<file path="config.mk">
export PLATFORM = sky130hd
export DESIGN_NAME = rv_queue
export DESIGN_NICKNAME = d
export VERILOG_FILES = /design/src/rtl/rv_queue_pkg.sv /design/src/rtl/rv_queue_ctrl.sv /design/src/rtl/rv_queue_store.sv /design/src/rtl/rv_queue.sv
export SDC_FILE = /design/constraint.sdc
export NUM_CORES = 1
export LEC_CHECK = 0
export ABC_AREA = 1
export CAP_MARGIN = 30
export CORE_MARGIN = 2
export CORE_UTILIZATION = 30
export CTS_BUF_LIST = sky130_fd_sc_hd__clkbuf_4
export CTS_CLUSTER_DIAMETER = 80
export CTS_CLUSTER_SIZE = 14
export DETAILED_ROUTE_END_ITERATION = 10
export DONT_BUFFER_PORTS = 1
export GPL_TIMING_DRIVEN = 0
export HOLD_SLACK_MARGIN = 0.03
export PLACE_DENSITY_LB_ADDON = 0.15
export SETUP_SLACK_MARGIN = 0.5
export SKIP_CTS_REPAIR_TIMING = 1
export SLEW_MARGIN = 25
export SYNTH_ARGS = -nofsm -noshare
export SYNTH_HDL_FRONTEND = slang
export SYNTH_HIERARCHICAL = 1
export SYNTH_SLANG_ARGS = --single-unit
</file>
<file path="constraint.sdc">
create_clock -name clk -period 1.6 [get_ports clk]
set_clock_uncertainty 0.05 [all_clocks]
set_input_delay 0.08 -clock clk [delete_from_list [all_inputs] [get_ports clk]]
set_output_delay 0.08 -clock clk [all_outputs]
set_load 0.005 [all_outputs]
</file>
<file path="src/rtl/rv_queue_pkg.sv">
package rv_queue_pkg;

  // Strobes sent from the control to the storage each cycle.
  typedef struct packed {
    logic wrEn;       // write enqData into the slot at the write pointer
    logic useBypass;  // drive deqData straight from enqData
  } rvqStrobe_t;

endpackage

</file>
<file path="src/rtl/rv_queue_ctrl.sv">
module rv_queue_ctrl
  import rv_queue_pkg::*;
#(
  parameter int DEPTH = 4,
  parameter bit PIPE  = 1'b0,
  parameter bit FLOW  = 1'b0,
  parameter int PTR_W = 2,
  parameter int CNT_W = 3
) (
  input  logic             clk,
  input  logic             rst,
  input  logic             enqValid,
  input  logic             deqReady,
  output logic             enqReady,
  output logic             deqValid,
  output logic [CNT_W-1:0] count,
  output logic [PTR_W-1:0] wrPtr,
  output logic [PTR_W-1:0] rdPtr,
  output rvqStrobe_t       strobe
);

  localparam logic [PTR_W-1:0] LAST_SLOT = PTR_W'(DEPTH - 1);

  logic full;
  logic empty;
  logic enqFire;
  logic deqFire;
  logic rdEn;
  int   occ;

  function automatic logic [PTR_W-1:0] advance(input logic [PTR_W-1:0] p);
    return (p == LAST_SLOT) ? '0 : p + PTR_W'(1);
  endfunction

  always_comb begin
    empty            = (wrPtr == rdPtr) && !full;
    enqReady         = !full || (PIPE && deqReady);
    deqValid         = !empty || (FLOW && enqValid);
    enqFire          = enqValid && enqReady;
    deqFire          = deqValid && deqReady;
    strobe.useBypass = FLOW && empty;
    strobe.wrEn      = enqFire && !(FLOW && empty && deqReady);
    rdEn             = deqFire && !empty;
  end

  always_comb begin
    occ = int'(wrPtr) - int'(rdPtr);
    if (occ < 0) occ = occ + DEPTH;
    if (full) occ = DEPTH;
    count = CNT_W'(occ);
  end

  always_ff @(posedge clk) begin
    if (rst) begin
      wrPtr <= '0;
      rdPtr <= '0;
      full  <= 1'b0;
    end else begin
      if (strobe.wrEn) wrPtr <= advance(wrPtr);
      if (rdEn)        rdPtr <= advance(rdPtr);
      if (strobe.wrEn && !rdEn)      full <= (advance(wrPtr) == rdPtr);
      else if (rdEn && !strobe.wrEn) full <= 1'b0;
    end
  end

endmodule

</file>
<file path="src/rtl/rv_queue_store.sv">
module rv_queue_store
  import rv_queue_pkg::*;
#(
  parameter int DATA_W = 8,
  parameter int DEPTH  = 4,
  parameter int PTR_W  = 2
) (
  input  logic              clk,
  input  rvqStrobe_t        strobe,
  input  logic [PTR_W-1:0]  wrPtr,
  input  logic [PTR_W-1:0]  rdPtr,
  input  logic [DATA_W-1:0] enqData,
  output logic [DATA_W-1:0] deqData
);

  logic [DATA_W-1:0] slots [DEPTH];

  always_ff @(posedge clk) begin
    if (strobe.wrEn) slots[wrPtr] <= enqData;
  end

  assign deqData = strobe.useBypass ? enqData : slots[rdPtr];

endmodule

</file>
<file path="src/rtl/rv_queue.sv">
module rv_queue
  import rv_queue_pkg::*;
#(
  parameter int DATA_W = 8,
  parameter int DEPTH  = 4,
  parameter bit PIPE   = 1'b0,
  parameter bit FLOW   = 1'b0
) (
  input  logic                       clk,
  input  logic                       rst,
  input  logic                       enqValid,
  output logic                       enqReady,
  input  logic [DATA_W-1:0]          enqData,
  output logic                       deqValid,
  input  logic                       deqReady,
  output logic [DATA_W-1:0]          deqData,
  output logic [$clog2(DEPTH+1)-1:0] count
);

  localparam int PTR_W = (DEPTH > 1) ? $clog2(DEPTH) : 1;
  localparam int CNT_W = $clog2(DEPTH + 1);

  logic [PTR_W-1:0] wrPtr;
  logic [PTR_W-1:0] rdPtr;
  rvqStrobe_t       strobe;

  rv_queue_ctrl #(
    .DEPTH(DEPTH), .PIPE(PIPE), .FLOW(FLOW), .PTR_W(PTR_W), .CNT_W(CNT_W)
  ) u_ctrl (
    .clk(clk), .rst(rst), .enqValid(enqValid), .deqReady(deqReady),
    .enqReady(enqReady), .deqValid(deqValid), .count(count),
    .wrPtr(wrPtr), .rdPtr(rdPtr), .strobe(strobe)
  );

  rv_queue_store #(
    .DATA_W(DATA_W), .DEPTH(DEPTH), .PTR_W(PTR_W)
  ) u_store (
    .clk(clk), .strobe(strobe), .wrPtr(wrPtr), .rdPtr(rdPtr),
    .enqData(enqData), .deqData(deqData)
  );

endmodule

</file>
## Yosys cells after proc, flatten, opt, wreduce, memory -nomap -nowiden

Memories as Yosys holds them, arrays and structs flattened. A register that Yosys moved wholly into a read port is not among the register bits.
Cells that the tools add are included.

| storage, ports and cells | value |
|---|---|
| RAM bits | 32 |
| register bits | 5 |
| memories kept | 1 |
| output and inout port bits | 13 |
| input port bits | 12 |
| word-level logic and storage cells | 34 |

| cells by class | value |
|---|---|
| magnitude comparators | 1 |
| add/sub/neg operators | 4 |
| muxes and demuxes | 10 |
| equal/unequal tests | 4 |
| reductions and logical operators | 11 |

Memory list:

| memory | words | width | read ports | clocked after memory_dff | wr ports | line | text |
|---|---|---|---|---|---|---|---|
| u_store.slots | 4 | 8 | 1 | 1 | 1 | rv_queue_store.sv:16 | `logic [DATA_W-1:0] slots [DEPTH];` |

Operators with widths:

| operator | count |
|---|---|
| two-way mux 2 bit | 4 |
| logical AND 1 bit | 6 |
| two-way mux 3 bit | 2 |
| adder 2 x 1 -> 2 bit, second input constant | 2 |
| == test 2 bit | 2 |
| == test 2 bit, second input constant | 2 |
| zero test 1 bit | 4 |
| two-way mux 1 bit | 4 |
| adder 3 bit, second input constant | 1 |
| less-than comparator 3 x 1 -> 1 bit, second input constant | 1 |
| subtractor 2 x 2 -> 3 bit | 1 |
| nonzero test 2 bit | 1 |

## Depth between registers and ports, before layout

| depth | value |
|---|---|
| word-level depth | 8 |
| mapped depth | 11 |
| gate-level depth less buffers | 11 |

## By module

The synthesis kept the hierarchy.

By module, submodules not included:

| module | area an instance (µm²) | cells an instance | sequential area each (µm²) | instances |
|---|---|---|---|---|
| rv_queue_store | 1485.2 | 159 | 960.9 | 1 |
| rv_queue_ctrl | 387.9 | 57 | 100.1 | 1 |

## Worst setup path before layout

Ideal clock, no wire load.

| timing | value |
|---|---|
| path kind | register to register |
| start | register u_ctrl.full |
| end | memory u_store.slots[0][0] (enable) |
| required time | 1.167 ns |
| path buffers | 1 |
| arrival | 1.314 ns |
| stages on the path, launching flop included | 7 |
| setup slack | -0.147 ns |
| period minus slack after synthesis | 1.747 ns |
| library setup time | 0.383 ns |
| cell sequence | dfxtp_1 inv_2 nand2_2 inv_1 buf_4 inv_1 nor3_1 |

| between the ends | value |
|---|---|
| word-level cells in the longest chain between the ends | 4 |

RTL lines:

| element | line | text |
|---|---|---|
| start: declaration | rv_queue_ctrl.sv:24 | `logic full;` |
| start signal: assignment | rv_queue_ctrl.sv:61 | `if (strobe.wrEn && !rdEn) full <= (advance(wrPtr) == rdPtr);` |
| zero test 1 bit | rv_queue_ctrl.sv:37 | `enqReady = !full \|\| (PIPE && deqReady);` |
| named net enqReady | rv_queue.sv:12 | `output logic enqReady,` |
| logical AND 1 bit | rv_queue_ctrl.sv:39 | `enqFire = enqValid && enqReady;` |
| named net u_ctrl.enqFire | rv_queue_ctrl.sv:26 | `logic enqFire;` |
| two-way mux 1 bit | rv_queue_store.sv:19 | `if (strobe.wrEn) slots[wrPtr] <= enqData;` |
| two-way mux 1 bit (implied by the code) | rv_queue_store.sv:19 |  |
| end: declaration | rv_queue_store.sv:16 |  |

The timed path passes the listed nets, and every way through them passes these cells.

## Final worst setup path

| timing | value |
|---|---|
| start | register u_ctrl.full |
| end | memory u_store.slots[2][5] (enable) |

The elaborated chain is that of the path after synthesis.

==> out/metrics.yaml <==
ir_drop_v: 0.0009061
antenna-diode-count: 0
clockPowerShare_pct: 13.0
synth.distinct_cells: 22
antenna_found_initial: 0
grt_pass1_vias: 1184
rows: 28
violations: "hold timing"
port_buffers: 0
critPathSlowestCell: "dfxtp_4"
synth-edff-count: 32
slew_violations: 0
clk_latency_ns: 0.33
rr_worst_depth: 7
cts_buffer_depth: 2
ioPinCount: 25
dp_slack_ns: -0.1761
clk_pin_slew_ns: 0.11
design_area_um2: 2587
pwr-share-comb_pct: 51.2
final_util_pct: 43.19
p_switching_mw: 1.378
postSynthNetCount: 232
ant_nets: 0
grt_max_degree: 13
crit_arrival_ns: 1.58
firstDrtPassIters: 5
setup_slack_ns: 0.02472
fp.dieH_um: 83.02
critPathMaxFanout: 4
rsz0062_at_grt: "yes"
wl_per_cell_um: 12.52
detailed_place.area_um2: 2028
worstSetupPathType: "flop to flop"
hold_viol: 2
nets: 274
finalCriticalPeriod_ns: 1.575
core_um2: 5991
syn_inst: 216
totalWireLength_mm: 4.183
yosysMostFrequentCell: "nand2_1"
grt_use_total_pct: 11.53
max_stage_delay_ns: 0.38
clkSinkCount: 37
power_mw: 3.638
ys_top_cells_by_area: "edfxtp_1 (51%), nand2_1 (15%), inv_1 (8.6%)"
pwr-share-seq_pct: 35.7
start_util_pct: 31.27
finalSetupViolCount: 0
fmax_mhz: 634.8
syn_to_final_growth_pct: 38.14
drt_iter0_markers: 52
ys_seq_area_share_pct: 56.65
crit_top_cell: "buf_6"
die_w_um: 83.02
synth_area_per_cell_um2: 8.672
die_area_um2: 6891
drive_gt1_share_pct: 32.05
root_buffer: "clkbuf_4"
syn_area_um2: 1873
seq_area_um2: 1080
holdWs_ns: -0.06743
yosys_warnings: 6
yosys.area.top_type: "edfxtp_1"
worst_setup_path_start_kind: "flop"
fill_cells: 575
worst_setup_path_end_kind: "flop"
worstPathCellList: "inv_4, nand2_4, inv_2, buf_6, clkinvlp_4, nor3_4, buf_6"
ys_ff_latch: 37
gp_congestion: 0.7335
switching_share_pct: 37.87
post-route-period-util_pct: 98.46
vias: 1430
min_path_type: "input pin to flop"
cts_tree: "done"
place_hpwl_mm: 2.544
overflow: 0
yosysTopAreaCellShare_pct: 51.30
setup_tns_ns: 0
cp_top_family: "buffers and inverters"
worstPathRequired_ns: 1.61
leakage_nw: 1.185
hold_depth: 3
maxCapViolations: 0
internal_power_mw: 2.260
final_cells: 334
p_per_area_nw_per_um2: 1406
status: "finished, violations left"
vias_per_cell: 4.281
async_flop_share_pct: 0
synthTopCellsByCount: "nand2_1 (75), inv_1 (43), edfxtp_1 (32)"
ys.flop_type: "edfxtp_1"
crit_buf_inv: 5
crit_cells: 7
dp_cells: 291
grt_pass1_wl_mm: 6.085
cts_buffers: 5
h-tree-depth: 2
drc_errors: 0
multi_input_area_um2: 734.5
## cells by family after synthesis
kind of cell	after synthesis	synth area share, %
flip-flops	37	56.65
XOR/XNOR	1	0.4677
AO/OA/AOI/OAI	6	1.603
adder cells (fa/ha/maj)	4	2.672
AND/OR/NAND/NOR	112	25.59
other	1	0.2002
buffers and inverters	55	12.83
## cells in the final DEF (no fill, tap or decap), types with 2 or more instances in the layout
cell type       n
clkinvlp_4      2
nand2_1        66
buf_4          15
edfxtp_1       32
dfxtp_4         5
inv_2           4
nor2_4          3
clkbuf_4        6
inv_4           3
buf_6          12
nand3_1        12
nor2_1          7
nor3_4          4
nand2_2         9
dlygate4sd3_1  10
ha_4            3
inv_1          38
o21ai_0         2
buf_8           3
nand3_2         5
a21oi_1         3
clkinv_2        2
nand2_4         3
## routing by layer
| layer | global-route usage (%) | up-vias | wire (µm) | part of all wire [%] |
|---|---|---|---|---|
| met5 | 0 | - | 0 | 0 |
| met4 | 3.577 | 0 | 51 | 1.2 |
| met3 | 4.374 | 5 | 201 | 4.8 |
| met2 | 18.55 | 29 | 2040 | 49 |
| met1 | 14.36 | 647 | 1888 | 45 |
| li1 | - | 749 | - | - |
## state kept, by name (all words and copies together) (netlist names)
name and flops:
u_store/slots 32, u_ctrl/full 1, u_ctrl/rdPtr 2, u_ctrl/wrPtr 2
## area by class of cell
class / instances / area share [%]
plain buffers: 8 / 3.337
clock buffers: 5 / 1.451
clock inverters: 3 / 0.6770
inverters: 47 / 7.544
multi-input cells: 124 / 28.38
flip-flops and latches: 37 / 41.73
well taps: 75 / 3.627
repair buffers: 35 / 13.25
## worst paths after layout
check	start	endpoint	slack [ns]
max	u_ctrl/full	u_store/slots[2][5]	0.02
min	enqValid	u_ctrl/wrPtr[0]	-0.07
max reg2reg	u_ctrl/full	u_store/slots[2][5]	0.02
min reg2reg	u_ctrl/wrPtr[0]	u_ctrl/wrPtr[0]	0.46
## power by group through the flow
stage / Clock [mW] / Sequential, mW / Combinational, mW
6_report: 0.475 / 1.30 / 1.86
5_1_grt: 0.544 / 1.32 / 2.06
4_1_cts: 0.498 / 1.31 / 1.19
3_5_place_dp: 0 / 1.33 / 1.19
3_3_place_gp: 0 / 1.33 / 1.18
2_1_floorplan: 0 / 1.31 / 0.959
## worst reg2reg max path, delay by kind of cell, from the launching register on
kind                   cells  cell delay (ns)
buffers and inverters      5             0.55
flip-flops                 1             0.38
AND/OR/NAND/NOR            2             0.33
Power figures use the tool's default switching activity.
